**config.mk**
```make
export PLATFORM = sky130hd
export DESIGN_NAME = fetch_front
export DESIGN_NICKNAME = d
export VERILOG_FILES = /design/src/rtl/fetch_pkg.sv /design/src/rtl/fetch_ctrl.sv /design/src/rtl/fetch_dpath.sv /design/src/rtl/fetch_front.sv
export SDC_FILE = /design/constraint.sdc
export NUM_CORES = 1
export LEC_CHECK = 0
export ABC_AREA = 0
export BUFFER_PORTS_ARGS = -buffer_cell sky130_fd_sc_hd__buf_2
export CELL_PAD_IN_SITES_DETAIL_PLACEMENT = 1
export CELL_PAD_IN_SITES_GLOBAL_PLACEMENT = 1
export CORE_ASPECT_RATIO = 1.4
export CORE_MARGIN = 1
export CORE_UTILIZATION = 35
export DETAILED_ROUTE_END_ITERATION = 16
export PLACE_DENSITY = 0.72
export SYNTH_ARGS = -nofsm -noshare
export SYNTH_HDL_FRONTEND = slang
export SYNTH_SLANG_ARGS = --single-unit
```
**constraint.sdc**
```tcl
create_clock -name clk -period 2.7 [get_ports clk]
set_clock_uncertainty 0.15 [all_clocks]
set_input_delay 0.27 -clock clk [delete_from_list [all_inputs] [get_ports clk]]
set_output_delay 0.27 -clock clk [all_outputs]
set_load 0.005 [all_outputs]
```
**src/rtl/fetch_pkg.sv**
```systemverilog
package fetch_pkg;
  localparam int XLEN        = 32;
  localparam int OP_W        = 6;
  localparam int IMM_W       = 16;
  localparam int JIDX_W      = 26;
  localparam int PCHI_W      = XLEN - JIDX_W - 2;
  localparam int WORD_SHIFT  = 2;
  localparam int INSTR_BYTES = 4;

  typedef enum logic [OP_W-1:0] {
    OP_RTYPE = 6'b000000,
    OP_JUMP  = 6'b000010,
    OP_BEQ   = 6'b000100,
    OP_BNE   = 6'b000101,
    OP_LOAD  = 6'b100011,
    OP_STORE = 6'b101011
  } opcode_e;

  // strobes from control to datapath
  typedef struct packed {
    logic takeBranch;
    logic takeJump;
    logic squashIfId;
    logic squashIdEx;
  } fetchCtl_t;

  typedef struct packed {
    logic            valid;
    logic [XLEN-1:0] pc4;
    logic [XLEN-1:0] instr;
  } ifId_t;

  typedef struct packed {
    logic            valid;
    logic [XLEN-1:0] pc4;
    logic [XLEN-1:0] instr;
    logic [XLEN-1:0] imm;
    logic            regWr;
    logic            memWr;
  } idEx_t;
endpackage

```
**src/rtl/fetch_ctrl.sv**
```systemverilog
module fetch_ctrl
  import fetch_pkg::*;
(
  input  logic            idValid,
  input  logic [OP_W-1:0] idOpcode,
  input  logic            exValid,
  input  logic [OP_W-1:0] exOpcode,
  input  logic            brZero,
  output fetchCtl_t       ctl
);
  logic exIsBranch;
  logic condMet;
  logic idIsJump;

  always_comb begin
    exIsBranch = exValid && ((exOpcode == OP_BEQ) || (exOpcode == OP_BNE));
    // beq wants a zero result, bne a nonzero one
    condMet    = (exOpcode == OP_BNE) ? !brZero : brZero;
    idIsJump   = idValid && (idOpcode == OP_JUMP);

    ctl.takeBranch = exIsBranch && condMet;
    // the older instruction in EX has priority over the jump in ID
    ctl.takeJump   = idIsJump && !ctl.takeBranch;
    ctl.squashIfId = ctl.takeBranch || ctl.takeJump;
    ctl.squashIdEx = ctl.takeBranch;
  end
endmodule

```
**src/rtl/fetch_dpath.sv**
```systemverilog
module fetch_dpath
  import fetch_pkg::*;
#(
  parameter logic [XLEN-1:0] RESET_VEC = 32'h0040_0000
) (
  input  logic            clk,
  input  logic            rst,
  input  fetchCtl_t       ctl,
  input  logic [XLEN-1:0] imemData,
  output logic [XLEN-1:0] imemAddr,
  output logic            idValid,
  output logic [OP_W-1:0] idOpcode,
  output logic            exValid,
  output logic [XLEN-1:0] exPc4,
  output logic [XLEN-1:0] exInstr,
  output logic [XLEN-1:0] exImm,
  output logic            exRegWrite,
  output logic            exMemWrite
);
  logic [XLEN-1:0] pc;
  logic [XLEN-1:0] pcPlus4;
  logic [XLEN-1:0] nextPc;
  logic [XLEN-1:0] idImm;
  logic [XLEN-1:0] jTarget;
  logic [XLEN-1:0] brTarget;
  logic [OP_W-1:0] idOp;
  ifId_t           ifid;
  ifId_t           ifidNext;
  idEx_t           idex;
  idEx_t           idexNext;

  // IF: sequential address
  assign pcPlus4 = pc + XLEN'(INSTR_BYTES);

  // ID: decode, sign extension, jump target (no adder)
  assign idOp    = ifid.instr[XLEN-1 -: OP_W];
  assign idImm   = {{(XLEN-IMM_W){ifid.instr[IMM_W-1]}}, ifid.instr[IMM_W-1:0]};
  assign jTarget = {ifid.pc4[XLEN-1 -: PCHI_W], ifid.instr[JIDX_W-1:0],
                    {WORD_SHIFT{1'b0}}};

  // EX: word offset scaled and added to PC+4
  assign brTarget = idex.pc4 + (idex.imm << WORD_SHIFT);

  always_comb begin
    if (ctl.takeBranch)    nextPc = brTarget;
    else if (ctl.takeJump) nextPc = jTarget;
    else                   nextPc = pcPlus4;
  end

  always_comb begin
    ifidNext = '0;
    if (!ctl.squashIfId) begin
      ifidNext.valid = 1'b1;
      ifidNext.pc4   = pcPlus4;
      ifidNext.instr = imemData;
    end
  end

  always_comb begin
    idexNext = '0;
    if (!ctl.squashIdEx && ifid.valid) begin
      idexNext.valid = 1'b1;
      idexNext.pc4   = ifid.pc4;
      idexNext.instr = ifid.instr;
      idexNext.imm   = idImm;
      idexNext.regWr = (idOp == OP_RTYPE) || (idOp == OP_LOAD);
      idexNext.memWr = (idOp == OP_STORE);
    end
  end

  always_ff @(posedge clk) begin
    if (rst) begin
      pc   <= RESET_VEC;
      ifid <= '0;
      idex <= '0;
    end else begin
      pc   <= nextPc;
      ifid <= ifidNext;
      idex <= idexNext;
    end
  end

  assign imemAddr   = pc;
  assign idValid    = ifid.valid;
  assign idOpcode   = idOp;
  assign exValid    = idex.valid;
  assign exPc4      = idex.pc4;
  assign exInstr    = idex.instr;
  assign exImm      = idex.imm;
  assign exRegWrite = idex.regWr;
  assign exMemWrite = idex.memWr;
endmodule

```
**src/rtl/fetch_front.sv**
```systemverilog
module fetch_front
  import fetch_pkg::*;
#(
  parameter logic [XLEN-1:0] RESET_VEC = 32'h0040_0000
) (
  input  logic            clk,
  input  logic            rst,
  output logic [XLEN-1:0] imemAddr,
  input  logic [XLEN-1:0] imemData,
  input  logic            brZero,
  output logic            exValid,
  output logic [XLEN-1:0] exPc4,
  output logic [XLEN-1:0] exInstr,
  output logic [XLEN-1:0] exImm,
  output logic            exRegWrite,
  output logic            exMemWrite
);
  fetchCtl_t       ctl;
  logic            idValid;
  logic [OP_W-1:0] idOpcode;
  logic [OP_W-1:0] exOpcode;

  assign exOpcode = exInstr[XLEN-1 -: OP_W];

  fetch_ctrl u_ctrl (
    .idValid  (idValid),
    .idOpcode (idOpcode),
    .exValid  (exValid),
    .exOpcode (exOpcode),
    .brZero   (brZero),
    .ctl      (ctl)
  );

  fetch_dpath #(.RESET_VEC(RESET_VEC)) u_dpath (
    .clk        (clk),
    .rst        (rst),
    .ctl        (ctl),
    .imemData   (imemData),
    .imemAddr   (imemAddr),
    .idValid    (idValid),
    .idOpcode   (idOpcode),
    .exValid    (exValid),
    .exPc4      (exPc4),
    .exInstr    (exInstr),
    .exImm      (exImm),
    .exRegWrite (exRegWrite),
    .exMemWrite (exMemWrite)
  );
endmodule

```
==> impl_metrics.toml <==
[floorplanning]
start_util_pct = 35.5
die_h_um = 173
die-area_um2 = 21400
die_w_um = 124
io-pin-count = 166
rows = 62
placeableCoreArea_um2 = 20500

[grt]
grt_pass1_vias = 7074
grtUsageTotal_pct = 24.6
grt_max_degree = 66
antenna_found_initial = 0
grt_pass1_wl_um = 39200
overflow = 0

[sta]
relSlewSlack_pct = 43.2
finalHoldViolations = 0
worstMarginPinSlew_ns = 0.852
min_period_over_period_pct = 99.2
layout_setup_ws_ns = 0.0204
min_period_ns = 2.68
setup_viol = 0
fmax_mhz = 373
rsz0062_at_grt = "true"
slew_viol_final = 0

[status]
run_status = "completed"

[logic_synthesis]
synth_edf_count = 0
ys_seq_elements = 164
postSynthAreaPerCell_um2 = 9.25
synth_cell_types = 66
synthesis.nets = 853
synth_area_um2 = 7280
synth_warnings = 0
synth_cells = 787
async_flop_share_pct = 0
ys.flop_type = "dfxtp_1"
ys_seq_area_share_pct = 45.1

[final_layout]
layout.nets = 1068
finalInstanceArea_um2 = 9650
fillers = 2401
area_delta_synth_final_pct = 32.6
final_util_pct = 47.1
final_cells = 1271
num_antenna_cells = 0
seq_area_um2 = 3290
drive_gt1_share_pct = 29.5
multiInputGateArea_um2 = 3640

[clocking]
cts_sinks = 164
clkSlewWorstSetupHoldPaths_ns = 0.07
htree_levels = 4
clk_latency_ns = 0.44
cts_inserted_buffers = 17
cts_root_buf = "clkbuf_16"
clock_path_buffers = 2
cts_tree = "done"

[critical_path]
crit_required_ns = 2.88
r2r_end = "u_dpath.imemAddr[30]"
r2r-start = "u_dpath.exPc4[2]"
critical_path_class = "register to register"
arrival_ns = 2.86
start_kind = "register"
path_max_fanout = 3
r2r_setup_slack_ns = 0.02
rr_worst_depth = 9
critPathLaunch = "u_dpath.exPc4[2]"
cp-end-kind = "register"

[route]
vias = 6920
postRouteAntennaNets = 0
via_per_inst = 5.44
post_drt_wl_per_cell_um = 20.1
finalWirelength_um = 25500
drtPass1Iterations = 5
drc = 0
drt_iter0_drc = 352

[placement]
placedCellCount = 1201
dp_hpwl_um = 18500
dpl_cell_area_um2 = 8550
port-buffer-count = 165
gp_congestion = 0.916
dp_slack_ns = -0.196

[hold_path]
min_path_cells = 4
hp-class = "input port to register"
min_to = "u_dpath.ifid[20]"
min_from = "brZero"

[flow_run]
drv_cap = 0

[power_and_ir_drop]
ir_worst_vdd_mv = 0.444
leakagePower_nw = 4.78
p_per_area_nw_per_um2 = 568
==> cell families after synthesis <==
family | share of synthesized area (%)
AOI/OAI and AO/OA | 14.8
adders and majority gates | 5.43
buffers and inverters | 6.24
xor gates and xnor gates | 4.57
DFF | 45.1
and+or+nand+nor | 23.0
muxes | 0.825
==> placed cells by master, fill, tap and decap left out, types with 5 or more instances in the layout <==
cell type,n
a211oi_1,7
a21o_1,9
a21oi_1,50
a221o_1,6
and3_1,108
and4_1,5
buf_2,165
buf_4,73
clkbuf_16,17
dfxtp_1,161
dlygate4sd3_1,33
ha_1,29
inv_1,9
inv_6,5
mux2i_1,6
nand2_1,47
nand3_1,23
nand4_1,21
nor2_1,43
nor3_1,13
o211ai_1,9
o21ai_0,37
or3_1,8
xnor2_1,17
xor2_1,21
==> report_power, final <==
group	total [mW]	switching (mW)	internal, mW
Combinational	0.340	0.176	0.164
Sequential	2.53	0.0477	2.48
Clock	2.61	1.10	1.51
Total	5.48	1.32	4.15
==> registers in the layout (all words and copies together), names as in the netlist <==
signal / flops
u_dpath.exImm: 15
u_dpath.exInstr: 17
u_dpath.exMemWrite: 1
u_dpath.exPc4: 32
u_dpath.exRegWrite: 1
u_dpath.exValid: 1
u_dpath.idImm: 16
u_dpath.idOpcode: 6
u_dpath.idValid: 1
u_dpath.ifid: 42
u_dpath.imemAddr: 32
==> synth_stat cells, drive strengths merged, types with 3 or more instances <==
master / number / share of area, %
dfxtp: 164 / 45
and3: 108 / 9.3
a21oi: 50 / 3.4
nand2: 47 / 2.4
nor2: 43 / 2.2
clkbuf: 40 / 2.1
buf: 37 / 3.7
o21ai: 37 / 2.5
ha: 30 / 5.2
nand3: 23 / 1.6
nand4: 22 / 2.1
xor2: 21 / 2.5
xnor2: 17 / 2.0
nor3: 15 / 1.2
a21o: 9 / 0.93
inv: 9 / 0.46
o211ai: 9 / 0.93
or3: 9 / 0.79
a211oi: 7 / 0.72
a221o: 6 / 0.83
and4: 6 / 0.74
mux2i: 6 / 0.83
nor4: 5 / 0.43
or4: 5 / 0.57
a31o: 4 / 0.48
a31oi: 4 / 0.34
o21a: 4 / 0.41
o21bai: 4 / 0.41
o31ai: 4 / 0.41
a2111o: 3 / 0.46
and2: 3 / 0.28
o221ai: 3 / 0.45
==> area by class of cell <==
type | instances | share of cell area [%]
multi-input combinational | 537 | 37.8
sequential | 164 | 34.1
timing repair buffer | 273 | 18.0
clock buffer | 18 | 4.55
tap | 256 | 3.32
clock inverter | 14 | 1.93
inverter | 9 | 0.350
==> worst max path at each step <==
stage | end | cells past startpoint
2_1_floorplan | u_dpath.imemAddr[28] | 8
3_3_place_gp | u_dpath.imemAddr[30] | 9
3_5_place_dp | u_dpath.imemAddr[18] | 10
4_1_cts | u_dpath.imemAddr[30] | 9
5_1_grt | u_dpath.imemAddr[20] | 10
6_report | u_dpath.imemAddr[30] | 9
==> routing by layer <==
metal,vias up,part of all wire (%),global-route usage (%)
met3,69,4.2,4.88
met1,3369,39,27.4
met4,0,4.8,13.2
met5,-,0,0
met2,212,52,43.0
li1,3270,-,-
==> worst max-delay path, stage by stage, from the launching register on <==
cell,delay [ns]
dfxtp_2,0.34
ha_4,0.16
fa_2,0.35
a21o_1,0.21
a221oi_4,0.32
buf_4,0.18
o221ai_4,0.12
and4_1,0.24
or3_1,0.30
a31o_2,0.21
==> through the flow <==
step | TNS [ns] | hold WS [ns] | total power, mW
detailed placement | -0.931 | 0.294 | 2.88
CTS | 0 | 0.259 | 5.51
global route | -0.191 | 0.297 | 5.67
floorplan | 0 | 0.192 | 2.73
finish | 0 | 0.271 | 5.48
global placement | -0.413 | 0.290 | 2.87
==> what timing repair did <==
| item | CTS | global route |
|---|---|---|
| resized for setup | 9 | 10 |
| buffers inserted | 0 | 5 |
| hold endpoints to repair | 35 | 0 |
| hold buffers | 33 | 0 |
| pin swaps | 2 | 12 |
| endpoints found under the setup margin | 9 | 9 |
(Power assumes the default switching activity.)
